File: src/rtl/rstm_pkg.sv
package rstm_pkg;

  typedef enum logic [2:0] {
    CAUSE_NONE = 3'd0,
    CAUSE_POR  = 3'd1,
    CAUSE_BOR  = 3'd2,
    CAUSE_PIN  = 3'd3,
    CAUSE_WDT  = 3'd4,
    CAUSE_WUT  = 3'd5,
    CAUSE_SW   = 3'd6
  } cause_e;

  typedef enum logic [1:0] {
    ST_RUN  = 2'd0,
    ST_HOLD = 2'd1,
    ST_PROG = 2'd2
  } mode_e;

  typedef struct packed {
    logic por;
    logic bor;
    logic pin;
    logic wdt;
    logic wut;
    logic sw;
  } req_t;

  // Highest priority first; a lower code means higher priority.
  function automatic cause_e pick_cause(input req_t r);
    cause_e c;
    if (r.por)      c = CAUSE_POR;
    else if (r.bor) c = CAUSE_BOR;
    else if (r.pin) c = CAUSE_PIN;
    else if (r.wdt) c = CAUSE_WDT;
    else if (r.wut) c = CAUSE_WUT;
    else if (r.sw)  c = CAUSE_SW;
    else            c = CAUSE_NONE;
    return c;
  endfunction

  // Sources that put the pads back to input with pull-up.
  function automatic logic pads_default(input req_t r);
    return r.por | r.bor | r.pin | r.wdt;
  endfunction

endpackage

File: src/rtl/rstm_sync.sv
module rstm_sync #(
  parameter int   STAGES  = 2,
  parameter logic RST_VAL = 1'b0
) (
  input  logic clk_i,
  input  logic arst_i,
  input  logic d_i,
  output logic q_o
);
  logic [STAGES-1:0] stage_q;

  for (genvar i = 0; i < STAGES; i++) begin : g_stage
    logic nxt;
    if (i == 0) begin : g_first
      assign nxt = d_i;
    end else begin : g_next
      assign nxt = stage_q[i-1];
    end
    always_ff @(posedge clk_i or posedge arst_i) begin
      if (arst_i) stage_q[i] <= RST_VAL;
      else        stage_q[i] <= nxt;
    end
  end

  assign q_o = stage_q[STAGES-1];
endmodule

File: src/rtl/rstm_pin_meter.sv
module rstm_pin_meter #(
  parameter int HOLD_CYC = 166400
) (
  input  logic clk_i,
  input  logic arst_i,
  input  logic low_i,
  output logic long_o
);
  localparam int CW = $clog2(HOLD_CYC + 1);
  localparam logic [CW-1:0] LIMIT = CW'(HOLD_CYC);

  logic [CW-1:0] lo_cnt_q;

  // Saturating count of consecutive cycles the synchronised pin is low.
  always_ff @(posedge clk_i or posedge arst_i) begin
    if (arst_i)                  lo_cnt_q <= '0;
    else if (!low_i)             lo_cnt_q <= '0;
    else if (lo_cnt_q != LIMIT)  lo_cnt_q <= lo_cnt_q + CW'(1);
  end

  assign long_o = (lo_cnt_q == LIMIT);
endmodule

File: src/rtl/rstm_seq.sv
module rstm_seq
  import rstm_pkg::*;
#(
  parameter int RELEASE_CYC = 16
) (
  input  logic   clk_i,
  input  logic   arst_i,
  input  req_t   req_i,
  input  logic   long_i,
  input  logic   arm_set_i,
  output logic   rst_n_o,
  output logic   io_default_o,
  output logic   prog_mode_o,
  output logic   prog_usb_o,
  output cause_e cause_o,
  output logic   prog_arm_o
);
  localparam int RW = $clog2(RELEASE_CYC + 1);
  localparam logic [RW-1:0] RELOAD = RW'(RELEASE_CYC);

  mode_e         state_q;
  logic [RW-1:0] rel_q;
  cause_e        cause_q;
  logic          io_q, arm_q, long_q, usb_q;

  logic   req_any, starting, io_hit;
  cause_e new_code;

  assign req_any  = |req_i;
  assign starting = (state_q != ST_HOLD);
  assign io_hit   = pads_default(req_i);
  assign new_code = pick_cause(req_i);

  always_ff @(posedge clk_i or posedge arst_i) begin
    if (arst_i) begin
      state_q <= ST_HOLD;
      rel_q   <= RELOAD;
      cause_q <= CAUSE_POR;
      io_q    <= 1'b1;
      arm_q   <= 1'b0;
      long_q  <= 1'b0;
      usb_q   <= 1'b0;
    end else begin
      if (arm_set_i) arm_q <= 1'b1;
      if (req_any) begin
        state_q <= ST_HOLD;
        rel_q   <= RELOAD;
        if (starting || (new_code < cause_q)) cause_q <= new_code;
        io_q    <= (starting ? 1'b0 : io_q) | io_hit;
        long_q  <= (starting ? 1'b0 : long_q) | long_i;
        if (starting) usb_q <= 1'b0;
      end else if (state_q == ST_HOLD) begin
        long_q <= long_q | long_i;
        if (rel_q > RW'(1)) begin
          rel_q <= rel_q - RW'(1);
        end else begin
          rel_q <= '0;
          if (long_q || long_i || arm_q) begin
            state_q <= ST_PROG;
            usb_q   <= arm_q;
            arm_q   <= 1'b0;
          end else begin
            state_q <= ST_RUN;
          end
        end
      end
    end
  end

  assign rst_n_o      = (state_q == ST_RUN);
  assign prog_mode_o  = (state_q == ST_PROG);
  assign prog_usb_o   = (state_q == ST_PROG) & usb_q;
  assign io_default_o = (state_q == ST_PROG) | ((state_q == ST_HOLD) & io_q);
  assign cause_o      = cause_q;
  assign prog_arm_o   = arm_q;
endmodule

File: src/rtl/rstmode_ctrl.sv
module rstmode_ctrl
  import rstm_pkg::*;
#(
  parameter int SYNC_STAGES = 2,
  parameter int HOLD_CYC    = 166400,
  parameter int RELEASE_CYC = 16
) (
  input  logic       clk,
  input  logic       por_req_i,
  input  logic       bor_req_i,
  input  logic       pin_rst_n_i,
  input  logic       wdt_req_i,
  input  logic       wut_req_i,
  input  logic       sw_req_i,
  input  logic       arm_set_i,
  output logic       rst_n_o,
  output logic       io_default_o,
  output logic       prog_mode_o,
  output logic       prog_usb_o,
  output logic [2:0] cause_o,
  output logic       prog_arm_o
);
  logic   por_done, pin_hi, bor_s, long_w;
  req_t   req;
  cause_e cause_w;

  rstm_sync #(.STAGES(SYNC_STAGES), .RST_VAL(1'b0)) u_por_sync (
    .clk_i(clk), .arst_i(por_req_i), .d_i(1'b1), .q_o(por_done));

  rstm_sync #(.STAGES(SYNC_STAGES), .RST_VAL(1'b1)) u_pin_sync (
    .clk_i(clk), .arst_i(por_req_i), .d_i(pin_rst_n_i), .q_o(pin_hi));

  rstm_sync #(.STAGES(SYNC_STAGES), .RST_VAL(1'b0)) u_bor_sync (
    .clk_i(clk), .arst_i(por_req_i), .d_i(bor_req_i), .q_o(bor_s));

  assign req.por = ~por_done;
  assign req.bor = bor_s;
  assign req.pin = ~pin_hi;
  assign req.wdt = wdt_req_i;
  assign req.wut = wut_req_i;
  assign req.sw  = sw_req_i;

  rstm_pin_meter #(.HOLD_CYC(HOLD_CYC)) u_meter (
    .clk_i(clk), .arst_i(por_req_i), .low_i(req.pin), .long_o(long_w));

  rstm_seq #(.RELEASE_CYC(RELEASE_CYC)) u_seq (
    .clk_i        (clk),
    .arst_i       (por_req_i),
    .req_i        (req),
    .long_i       (long_w),
    .arm_set_i    (arm_set_i),
    .rst_n_o      (rst_n_o),
    .io_default_o (io_default_o),
    .prog_mode_o  (prog_mode_o),
    .prog_usb_o   (prog_usb_o),
    .cause_o      (cause_w),
    .prog_arm_o   (prog_arm_o)
  );

  assign cause_o = cause_w;
endmodule

File: config.mk
export PLATFORM = sky130hd
export DESIGN_NAME = rstmode_ctrl
export DESIGN_NICKNAME = d
export VERILOG_FILES = /design/src/rtl/rstm_pkg.sv /design/src/rtl/rstm_sync.sv /design/src/rtl/rstm_pin_meter.sv /design/src/rtl/rstm_seq.sv /design/src/rtl/rstmode_ctrl.sv
export SDC_FILE = /design/constraint.sdc
export NUM_CORES = 1
export LEC_CHECK = 0
export CAP_MARGIN = 25
export CORE_ASPECT_RATIO = 0.6
export CORE_MARGIN = 3
export CORE_UTILIZATION = 57
export CTS_CLUSTER_DIAMETER = 30
export DETAILED_ROUTE_END_ITERATION = 8
export PLACE_DENSITY = 0.91
export SYNTH_ARGS = -nofsm -noshare
export SYNTH_HDL_FRONTEND = slang
export SYNTH_SLANG_ARGS = --single-unit
export TNS_END_PERCENT = 10
File: constraint.sdc
create_clock -name clk -period 3.25 [get_ports clk]
set_clock_uncertainty 0.15 [all_clocks]
set_input_delay 0.8125 -clock clk [delete_from_list [all_inputs] [get_ports clk]]
set_output_delay 0.8125 -clock clk [all_outputs]
set_load 0.01 [all_outputs]
==> results of run 1 <==
-- worst reg2reg max path, delay by kind of cell (launching register included) --
family / cells / cell delay, ns
compound gates: 4 / 0.72
flops: 1 / 0.58
mux: 1 / 0.36
fa+ha+maj: 1 / 0.28
simple gates: 1 / 0.20
buf+inv: 1 / 0.05
-- per-layer routing --
layer / wire (µm) / part of all wire (%)
met1: 2060 / 50
met5: 0 / 0
met4: 50 / 1.2
met3: 177 / 4.3
met2: 1820 / 44
-- final cells by class --
cell class	instances	area [µm²]	share of cell area, %
timing repair buffer	19	180	7.96
sequential	38	958	42.3
inverter	14	52.6	2.32
clock inverter	3	40.0	1.77
tap	42	52.6	2.32
multi-input combinational	138	911	40.2
clock buffer	5	68.8	3.04
-- stage by stage --
stage | utilization, % | hold WS (ns)
after CTS | 74.0 | 0.209
after global routing | 74.0 | 0.209
after global placement | 70.4 | 0.183
after detailed placement | 70.4 | 0.191
after floorplan | - | 0.181
final | 74.0 | 0.205
-- power by group through the flow --
stage	clock network (mW)	registers [mW]	logic (mW)
after floorplan	0	0.529	0.0842
after global placement	0	0.526	0.145
after detailed placement	0	0.527	0.149
after CTS	0.405	0.518	0.150
after global routing	0.429	0.521	0.169
final	0.398	0.517	0.149
-- cells in the mapped netlist, types with 3 or more instances --
library cell  count  area share, %
o21ai_0          13            3.4
xnor2_1           6            2.7
dfstp_2           6            8.2
dfrtp_1          32             41
or3_1             3           0.97
nand2b_1          4            1.3
a21oi_1           3           0.78
nor3_1            4            1.0
ha_1              7            4.5
inv_1            13            2.5
and4_1            3            1.4
nand3_1           8            2.1
xor2_1            9            4.1
nor2_1           27            5.2
nand2_1          14            2.7
-- kinds of logic after synthesis --
family / synth area share [%]
other: 0.194
muxes: 1.10
and+or+nand+nor: 22.6
buffers and inverters: 3.36
adders and majority gates: 4.53
AOI/OAI and AO/OA: 11.8
xor gates and xnor gates: 6.79
DFF: 49.5
-- state kept, by name, summed over array words and instances, names as in the netlist, 2 cells and up --
register and flops:
u_seq.cause_o 3, u_seq.rel_q 5, u_meter.lo_cnt_q 18, u_seq.state_q 2
-- path summary, 6_finish.rpt --
path,startpoint,endpoint,depth (start not counted)
worst max-delay path,wdt_req_i,u_seq.cause_o[1],9
worst min-delay path,u_pin_sync.g_stage[1].nxt,u_pin_sync.q_o,0
worst max register to register,u_pin_sync.q_o,u_seq.cause_o[1],8
worst min register to register,u_pin_sync.g_stage[1].nxt,u_pin_sync.q_o,0
max in group asynchronous,por_req_i,u_pin_sync.g_stage[1].nxt,3
min in group asynchronous,por_req_i,u_seq.cause_o[1],3
==> flow_summary.ini, run 1 <==
[routing]
postRouteAntennaNets = 0
post_drt_via_cell_ratio = 5.73
detail_route.drc_violations = 0
drt_first_iter_violations = 135
drtPass1Iterations = 4
routed_wire_length_per_instance_um = 15.9
wirelength_mm = 4.11
dr_total_vias = 1483

[clocking]
clk_transition_reported_paths_ns = 0.08
clk_latency_ns = 0.29
holdBufCountCts = 0
post-cts-setup-buffers = 0
tritoncts = done
clock_tree.root_cell = clkbuf_8
cts_max_path_buffers = 2
cts-buffers-inserted = 5
cts_resized = 0
number_of_sinks_on_the_clock_net = 38
htreeDepth = 2

[grt]
busiest_layer = met1
grt_util_all_layers_pct = 23.3
grt_max_degree = 39
overflow = 0
met2_usage_pct = 33.8
grt_antenna_before_repair = 0
first_pass_grt_wire_length_mm = 7.11
grtUsageMet1_pct = 33.9
grt_pass1_vias = 1427
grt_met3_use_pct = 5.81

[cells_and_area]
antenna-diode-count = 0
nFillCells = 225
synthToLayoutAreaGrowth_pct = 17.0
stdcell_count = 259
design_area_mm2 = 0.00226
nets = 231
layout_commonest_cell = dfrtp_1
post_route_cells_drive_above_1_share_pct = 12.0
most-common-layout-cells = 32 x dfrtp_1, 27 x nor2_1, 15 x clkdlybuf4s50_1

[power]
p_switching_uw = 262
cell_internal_pwr_uw = 803
peakVddDrop_mv = 0.285
design_power_total_mw = 1.06
comb_power_share_pct = 14.0
sequentialPowerShare_pct = 48.6
leakage_nw = 0.973
cellPowerDensity_mw_per_mm2 = 470
sw_frac_of_total_pct = 24.6
clockPowerShare_pct = 37.4

[floorplanning]
die_area_mm2 = 0.00415
core.rowCount = 15
core_region_area_mm2 = 0.00306
die-height_um = 51.1
boundaryPins = 16
initial_utilization_pct = 63.2
die_width_um = 81.2

[sta]
fmax_mhz = 349
min_period_ns = 2.86
rsz0062_at_grt = no
timing.final.hold_violations = 0
final.setup.worst_slack_ns = 0.389
sum_of_negative_setup_slack_ns = 0
setup_viol = 0
final.period_utilization_pct = 88.0
slew_viol_final = 0
worst_slew_pin_slew_ns = 0.499
max_slew_margin_pct = 66.5

[synthesis]
synth_cell_types = 47
mappedNetlistNets = 208
synth_seq_area_share_pct = 49.5
netlist_area_before_placement_mm2 = 0.00193
syn_area_per_cell_um2 = 10.0
number_of_synthesized_flops_with_an_enable_pin = 0
mapped_cells = 193
ys.warnings.count = 0
synth-async-reset-ratio_pct = 100
ys_ff_latch = 38
main_synth_ff_type = dfrtp_1

[worst_setup_path]
worst_ep_required_time_ns = 3.28
arrival_ns = 2.89
ff2ff_setup_slack_ns = 0.81
crit_type = in2reg
cp_delay_by_family_top = compound AO/OA/AOI/OAI gates
worst_setup_path_end_kind = flop
max_stage_delay_ns = 0.51
timing.critical_path.fanout_max = 4
cpMaxStageDelayCell = clkdlybuf4s50_1
crit_path_start_kind = input pin
timing.critical_path.cells = clkdlybuf4s50_1, nor3b_1, o31a_1, ha_1, o21a_1, o21ai_0, a31oi_1, nor2_1, mux2_2
worstPathBufferInverterCount = 1

[place]
place_ws_ns = 0.107
routability_cong = 0.852
placed_area_mm2 = 0.00215
numPortBuffers = 15
post-place-cells = 251
hpwlAfterDp_mm = 2.90

[run]
drv.max_cap_violation_count = 0

[worst_hold_path]
classification_of_the_worst_slack_hold_path = reg2reg

[outcome]
status = finished, final reports clean
Power figures use the tool's default switching activity.
==> run 2: changes to the inputs <==
SLEW_MARGIN = 20   (was default)
==> results of run 2 <==
Final layout, timing and power as in run 1 (identical DEF).
